$ cat config.mk
export PLATFORM = sky130hd
export DESIGN_NAME = hcall_branch_unit
export DESIGN_NICKNAME = d
export VERILOG_FILES = /design/src/rtl/hcb_pkg.sv /design/src/rtl/hcb_decode.sv /design/src/rtl/hcb_target.sv /design/src/rtl/hcb_writeback.sv /design/src/rtl/hcall_branch_unit.sv
export SDC_FILE = /design/constraint.sdc
export NUM_CORES = 1
export LEC_CHECK = 0
export BUFFER_PORTS_ARGS = -buffer_cell sky130_fd_sc_hd__buf_2
export CAP_MARGIN = 20
export CELL_PAD_IN_SITES_DETAIL_PLACEMENT = 0
export CELL_PAD_IN_SITES_GLOBAL_PLACEMENT = 1
export CORE_MARGIN = 3
export CORE_UTILIZATION = 31
export CTS_BUF_LIST = sky130_fd_sc_hd__clkbuf_4 sky130_fd_sc_hd__clkbuf_8
export CTS_CLUSTER_SIZE = 30
export DETAILED_ROUTE_END_ITERATION = 10
export PLACE_DENSITY = 0.84
export SLEW_MARGIN = 0
export SYNTH_ARGS = -nofsm -noshare
export SYNTH_HDL_FRONTEND = slang
export SYNTH_SLANG_ARGS = --single-unit
$ cat constraint.sdc
create_clock -name clk -period 2.2 [get_ports clk]
set_input_delay 0.22 -clock clk [delete_from_list [all_inputs] [get_ports clk]]
set_output_delay 0.22 -clock clk [all_outputs]
set_load 0.005 [all_outputs]
$ cat src/rtl/hcb_pkg.sv
package hcb_pkg;

    localparam int ADDR_W     = 32;
    localparam int HNUM_W     = 8;
    localparam int PHNUM_W    = 5;
    localparam int PLONG_W    = 5;
    localparam int PSHORT_W   = 3;
    localparam int SLOT_SHIFT = 5;

    typedef enum logic [1:0] {
        FORM_PLAIN     = 2'b00,
        FORM_LINK      = 2'b01,
        FORM_PARM      = 2'b10,
        FORM_PARM_LINK = 2'b11
    } form_e;

    typedef struct packed {
        form_e               form;
        logic                link;
        logic                param;
        logic [HNUM_W-1:0]   index;
        logic [PLONG_W-1:0]  value;
    } dec_t;

    typedef struct packed {
        logic                valid;
        logic [ADDR_W-1:0]   target;
        logic                lr_we;
        logic [ADDR_W-1:0]   lr_data;
        logic                pr_we;
        logic [ADDR_W-1:0]   pr_data;
    } res_t;

    function automatic form_e form_of(input logic link, input logic param);
        return form_e'({param, link});
    endfunction

    function automatic logic [ADDR_W-1:0] ret_addr(input logic [ADDR_W-1:0] npc);
        return {npc[ADDR_W-1:1], 1'b1};
    endfunction

endpackage

$ cat src/rtl/hcb_decode.sv
module hcb_decode
    import hcb_pkg::*;
(
    input  logic               link,
    input  logic               param,
    input  logic [HNUM_W-1:0]  handler,
    input  logic [PLONG_W-1:0] value,
    output dec_t               dec
);
    localparam int IDX_PAD = HNUM_W - PHNUM_W;
    localparam int VAL_PAD = PLONG_W - PSHORT_W;

    form_e form;

    always_comb begin
        form       = form_of(link, param);
        dec.form   = form;
        dec.link   = link;
        dec.param  = param;
        dec.index  = handler;
        dec.value  = '0;
        unique case (form)
            FORM_PLAIN, FORM_LINK: begin
                dec.index = handler;
                dec.value = '0;
            end
            FORM_PARM: begin
                dec.index = {{IDX_PAD{1'b0}}, handler[PHNUM_W-1:0]};
                dec.value = {{VAL_PAD{1'b0}}, value[PSHORT_W-1:0]};
            end
            FORM_PARM_LINK: begin
                dec.index = {{IDX_PAD{1'b0}}, handler[PHNUM_W-1:0]};
                dec.value = value;
            end
            default: begin
                dec.index = handler;
                dec.value = '0;
            end
        endcase
    end

    always_comb begin
        if (param) begin
            assert (dec.index < (HNUM_W'(1) << PHNUM_W))
                else $error("p_param_index_r4: index beyond short table");
        end
    end

endmodule

$ cat src/rtl/hcb_target.sv
module hcb_target
    import hcb_pkg::*;
#(
    parameter int SHIFT = SLOT_SHIFT
)(
    input  logic [ADDR_W-1:0] base,
    input  logic [HNUM_W-1:0] index,
    output logic [ADDR_W-1:0] target
);
    localparam int PAD = ADDR_W - HNUM_W;

    logic [ADDR_W-1:0] offset;

    always_comb begin
        offset = {{PAD{1'b0}}, index} << SHIFT;
        target = base + offset;
    end

endmodule

$ cat src/rtl/hcb_writeback.sv
module hcb_writeback
    import hcb_pkg::*;
(
    input  dec_t              dec,
    input  logic [ADDR_W-1:0] npc,
    output logic              lr_we,
    output logic [ADDR_W-1:0] lr_data,
    output logic              pr_we,
    output logic [ADDR_W-1:0] pr_data
);
    localparam int PAD = ADDR_W - PLONG_W;

    always_comb begin
        lr_we   = dec.link;
        lr_data = dec.link ? ret_addr(npc) : '0;
        pr_we   = dec.param;
        pr_data = dec.param ? {{PAD{1'b0}}, dec.value} : '0;
    end

endmodule

$ cat src/rtl/hcall_branch_unit.sv
module hcall_branch_unit
    import hcb_pkg::*;
#(
    parameter int SHIFT = SLOT_SHIFT
)(
    input  logic               clk,
    input  logic               rst,
    input  logic               req_valid,
    input  logic               req_link,
    input  logic               req_param,
    input  logic [HNUM_W-1:0]  req_handler,
    input  logic [PLONG_W-1:0] req_value,
    input  logic [ADDR_W-1:0]  next_pc,
    input  logic [ADDR_W-1:0]  handler_base,
    output logic               out_valid,
    output logic [ADDR_W-1:0]  out_target,
    output logic               lr_we,
    output logic [ADDR_W-1:0]  lr_data,
    output logic               pr_we,
    output logic [ADDR_W-1:0]  pr_data
);
    localparam logic [ADDR_W-1:0] PARM_SPAN  = ADDR_W'(1) << (PHNUM_W + SHIFT);
    localparam logic [ADDR_W-1:0] SHORT_LIM  = ADDR_W'(1) << PSHORT_W;
    localparam logic [ADDR_W-1:0] LONG_LIM   = ADDR_W'(1) << PLONG_W;

    dec_t dec;
    res_t res_d, res_q;

    hcb_decode u_decode (
        .link    (req_link),
        .param   (req_param),
        .handler (req_handler),
        .value   (req_value),
        .dec     (dec)
    );

    hcb_target #(.SHIFT(SHIFT)) u_target (
        .base   (handler_base),
        .index  (dec.index),
        .target (res_d.target)
    );

    hcb_writeback u_wb (
        .dec     (dec),
        .npc     (next_pc),
        .lr_we   (res_d.lr_we),
        .lr_data (res_d.lr_data),
        .pr_we   (res_d.pr_we),
        .pr_data (res_d.pr_data)
    );

    assign res_d.valid = 1'b1;

    always_ff @(posedge clk) begin
        if (rst) begin
            res_q <= '0;
        end else if (req_valid) begin
            res_q <= res_d;
        end else begin
            res_q <= '0;
        end
    end

    assign out_valid  = res_q.valid;
    assign out_target = res_q.target;
    assign lr_we      = res_q.lr_we;
    assign lr_data    = res_q.lr_data;
    assign pr_we      = res_q.pr_we;
    assign pr_data    = res_q.pr_data;

    p_valid_follows_r1: assert property (@(posedge clk) disable iff (rst)
        out_valid |-> $past(req_valid));

    p_idle_quiet_r1: assert property (@(posedge clk) disable iff (rst)
        !out_valid |-> (!lr_we && !pr_we && out_target == '0));

    p_link_only_r3: assert property (@(posedge clk) disable iff (rst)
        lr_we |-> (out_valid && $past(req_link) && lr_data[0]));

    p_slot_aligned_r2: assert property (@(posedge clk) disable iff (rst)
        out_valid |-> out_target[SHIFT-1:0] == $past(handler_base[SHIFT-1:0]));

    p_short_table_r4: assert property (@(posedge clk) disable iff (rst)
        (out_valid && $past(req_param)) |-> (out_target - $past(handler_base)) < PARM_SPAN);

    p_long_param_r5: assert property (@(posedge clk) disable iff (rst)
        (pr_we && $past(req_link)) |-> pr_data < LONG_LIM);

    p_short_param_r6: assert property (@(posedge clk) disable iff (rst)
        (pr_we && !$past(req_link)) |-> pr_data < SHORT_LIM);

    p_param_only_r7: assert property (@(posedge clk) disable iff (rst)
        pr_we |-> (out_valid && $past(req_param)));

endmodule

Word-level counts from Yosys, hierarchy flattened
Cells that the tools add are included.
{"block": "op_classes", "n_addsub": 1, "n_reduce_logical": 5, "n_eq_ne": 3, "bitwise": 3, "n_mux": 4}
{"op": "$mux W99", "count": 1}
{"op": "$pmux W13 S3", "count": 1}
{"op": "$add A32 B13 Y32", "count": 1}
{"op": "$mux W32", "count": 1}
{"op": "$reduce_or A3 Y1", "count": 2}
{"op": "$mux W5", "count": 1}
{"op": "$eq A2 B2 Y1 const B", "count": 2}
{"op": "$reduce_or A2 Y1", "count": 2}
{"op": "$not A1 Y1", "count": 3}
{"op": "$eq A2 B1 Y1 const B", "count": 1}
{"op": "$logic_not A2 Y1", "count": 1}
{"block": "totals", "output_inout_bits": 99, "register_bits": 99}

Depth between registers and ports, before layout
{"block": "logic_depth", "word_depth": 5, "depth_mapped": 9, "mapped_depth_nobuf": 8}

By module
A second synthesis with hierarchy kept.
{"block": "hier_totals", "hier_cells": 409, "area_unflattened_um2": 4371.7}
{"mod": "hcall_branch_unit", "cells_each": 219, "seq_area_each_um2": 1981.9, "n_inst": 1, "area_per_inst_um2": 2981.6}
{"mod": "hcb_target", "cells_each": 103, "seq_area_each_um2": 0.0, "n_inst": 1, "area_per_inst_um2": 764.5}
{"mod": "hcb_writeback", "cells_each": 70, "seq_area_each_um2": 0.0, "n_inst": 1, "area_per_inst_um2": 508.0}
{"mod": "hcb_decode", "cells_each": 17, "seq_area_each_um2": 0.0, "n_inst": 1, "area_per_inst_um2": 117.6}

Worst setup path after synthesis
Ideal clock, no wire load.
{"block": "synth_path", "path_kind": "input port to flip-flop", "startpoint": "input req_handler[0]", "endpoint": "register res_q (netlist bit out_target[27])", "path_slack_ns": 0.237, "arrival_time_ns": 1.904, "path_buffers": 0, "cell_stages": 8, "path_cell_list": "ha_1 -> inv_1 -> fa_1 -> nand2b_1 -> a21oi_2 -> o211ai_2 -> or4_1 -> nand2_1"}
{"block": "synth_between", "elab_chain_len": 2}
{"element": "from (decl)", "line": "hcall_branch_unit.sv:11", "source": "input logic [HNUM_W-1:0] req_handler,"}
{"element": "$pmux W13 S3", "line": "hcb_decode.sv:22", "source": "unique case (form)"}
{"element": "$add A32 B13 Y32", "line": "hcb_target.sv:16", "source": "target = base + offset;"}
{"element": "to (signal assigned)", "line": "hcall_branch_unit.sv:58", "source": "res_q <= res_d;"}
{"element": "to (decl)", "line": "hcall_branch_unit.sv:27", "source": "res_t res_d, res_q;"}
Every way passes these cells. The select of a mux whose other input is x is not followed.
A chain may end at the register's enable or synchronous reset.

Final worst setup path
Ends and elaborated chain as after synthesis.

==> reports/metrics.yaml <==
outcome: "finished, final reports clean"
syn-cell-area_sq_um: 2893
globalRouteMet2Util_pct: 22.29
critPathBufInv: 2
synth.yosys.warnings: 0
ys.flop_type: "sky130_fd_sc_hd__dfxtp_1"
fp.dieArea_sq_um: 10530
number_of_setup_buffers_added_after_cts: 0
detail_route.drc_violations: 0
die_height_um: 102.6
endpoint_kind: "flip-flop"
setup.worst_path.class: "in2reg"
synthTopCellsByArea: "sky130_fd_sc_hd__dfxtp_1, sky130_fd_sc_hd__and3_1, sky130_fd_sc_hd__buf_4, sky130_fd_sc_hd__xor2_1, sky130_fd_sc_hd__ha_1"
pre_cts_ws_ns: 0.03090
worst_hold_startpoint: "handler_base[2]"
synth_area_leader_cell: "sky130_fd_sc_hd__dfxtp_1"
grt_pass1_vias: 2404
antenna_left: 0
antenna_violations_before_repair: 1
mostFrequentLayoutCells: "sky130_fd_sc_hd__buf_2, sky130_fd_sc_hd__dfxtp_1, sky130_fd_sc_hd__and3_1"
timing.critical_path.max_delay_family: "simple AND/OR/NAND/NOR gates"
timing.final.hold_violations: 0
synth_compound_area_share_pct: 9.862
maxSlewViolCount: 0
kind_of_start_point_of_the_critical_path: "input pin"
initial_standard_cell_utilization_of_the_core_pct: 32.54
grt_use_met1_pct: 18.59
post_synth_inst_count: 297
synth_enable_flop_cells: 0
synth-simple-area-share_pct: 21.24
core.rowCount: 34
drt-vias-per-instance: 4.506
avgRoutedWirePerCell_um: 13.91
power.ir.vdd_worst_uv: 293.1
layout.core_utilization_pct: 43.93
maximum_number_of_pins_on_one_net_before_global_route_repair: 41
cpMaxStageDelayCell: "sky130_fd_sc_hd__or4_1"
layout.cells.most_common: "sky130_fd_sc_hd__buf_2"
grtUsageMet3_pct: 3.857
die_width_um: 102.6
slew_headroom_pct: 66.08
root_buffer: "sky130_fd_sc_hd__clkbuf_8"
worst_ep_required_time_ns: 2.48
nets: 547
hold_slack_ns: 0.07299
synth-seq-area-share_pct: 49.13
ys_types: 41
syn2layout_area_growth_pct: 35.03
wl_um: 7914
synthMuxAreaShare_pct: 0.3460
synth_top_family_by_area: "simple AND/OR/NAND/NOR gates"
rsz0062_at_grt: "no"
cts.sinks: 71
asyncSetResetFlopFracSynth_pct: 0
synthesis.area_per_instance_sq_um: 9.740
area_occupied_by_registers_sq_um: 1421
top_level_ports: 181
static-leakage-power_nw: 2.126
max_freq_mhz: 543.8
netlist.area_leader.share_pct: 49.13
dr.pass1.iters: 4
min_period_ns: 1.839
antenna_diodes: 0
timing.hold.worst.class: "in2reg"
max_cap_violations: 0
coreArea_sq_um: 8891
final.period_utilization_pct: 83.59
synth-adder-area-share_pct: 4.152
grt-ovfl-total: 0
finalWeightedCongestion: 0.8645
drt_iter0_markers: 85
cts.reportedPaths.clkPinSlew_ns: 0.08
cts_tree: "done"
slowest_delay_ns: 0.49
crit_chain: "buf_2, ha_1, inv_1, fa_1, nand2b_1, a21oi_2, o211ai_2, or4_1, nand2_1"
num_vias: 2564
power.density_cell_area_nw_per_um2: 716.5
finalSetupTns_ns: 0
setup_slack_ns: 0.3609
synth_seq_cells: 71
layout.filler_cells: 902
tritoncts.num_buffers: 9
cp_data_arrival_time_ns: 2.12
cts_max_path_buffers: 2
multi_input_gate_area_sq_um: 1271
synth-xor-area-share_pct: 4.844
final_layout_size_suffix_gt1_share_pct: 40.13
cts_max_level: 3
post_cts_hold_buffer_count: 0
critical_path_peak_fanout: 8
worst_pin_slew_ns: 0.4960
io_buffers: 152
grt_most_used_layer: "met2"
cts.repair.resized: 0
grt_pass1_wl_um: 11630
worst_setup_path_startpoint: "req_handler[0]"
total_track_usage_pct: 14.42
dp.final_hpwl_um: 6169
total_of_endpoints_with_negative_setup_slack_in_the_final_report: 0
routing by layer:
layer	routed length (um)	vias up
met3	620	15
li1	-	1278
met4	151	2
met5	7	-
met2	3852	106
met1	3282	1163
power by group:
part | total [mW] | switching [mW] | internal, mW | leakage (nW)
clock network | 1.10 | 0.519 | 0.578 | 0.104
registers | 1.34 | 0.0119 | 1.33 | 0.581
logic | 0.357 | 0.191 | 0.166 | 1.44
sequential cells by signal (all words and copies together), names as in the netlist:
| signal | count |
|---|---|
| lr_we | 1 |
| pr_we | 1 |
| lr_data | 31 |
| out_valid | 1 |
| pr_data | 5 |
| out_target | 32 |
synth_stat cells, types with 2 or more instances:
cell type	instances
sky130_fd_sc_hd__nand2b_1	4
sky130_fd_sc_hd__or4_1	4
sky130_fd_sc_hd__a21oi_1	10
sky130_fd_sc_hd__and2_1	9
sky130_fd_sc_hd__and3_1	39
sky130_fd_sc_hd__o211ai_2	2
sky130_fd_sc_hd__dfxtp_1	71
sky130_fd_sc_hd__o21a_1	4
sky130_fd_sc_hd__nor3_1	4
sky130_fd_sc_hd__o2111ai_1	4
sky130_fd_sc_hd__ha_1	8
sky130_fd_sc_hd__o211ai_1	5
sky130_fd_sc_hd__nor2b_1	4
sky130_fd_sc_hd__nand2_1	16
sky130_fd_sc_hd__xor2_1	14
sky130_fd_sc_hd__buf_4	29
sky130_fd_sc_hd__nor2_1	21
sky130_fd_sc_hd__clkbuf_1	9
sky130_fd_sc_hd__nand4_1	3
sky130_fd_sc_hd__nand3_1	3
sky130_fd_sc_hd__inv_1	7
sky130_fd_sc_hd__o21ai_0	7
sky130_fd_sc_hd__xnor2_1	2
kinds of logic (layout without fill, tap and decap cells):
logic type               count (synthesis)  count (layout)
multiplexers                             1               1
other                                    1              27
XOR/XNOR                                16              16
flip-flops                              71              71
AND/OR/NAND/NOR                        111             111
buffers and inverters                   48             186
AO/OA/AOI/OAI                           40              40
adder cells (fa/ha/maj)                  9               9
stage by stage:
step	std cells	cell area, sq um	power [mW]
after floorplan	323	2990	1.588
after global routing	569	3906	2.945
after detailed placement	553	3697	1.733
final	569	3906	2.799
after CTS	569	3906	2.854
after global placement	553	3697	1.727
worst paths after layout:
path             end  cells after the start  slack, ns
min    out_target[2]                      2       0.07
max   out_target[27]                      9       0.36
cell type report:
cell class                 count  share of cell area [%]
sequential                    71                   36.39
multi-input combinational    204                   32.54
timing repair buffer         163                   21.59
clock buffer                  11                   3.716
tap                          108                   3.459
clock inverter                 5                   1.634
inverter                       7                  0.6726
(Power assumes the default switching activity.)
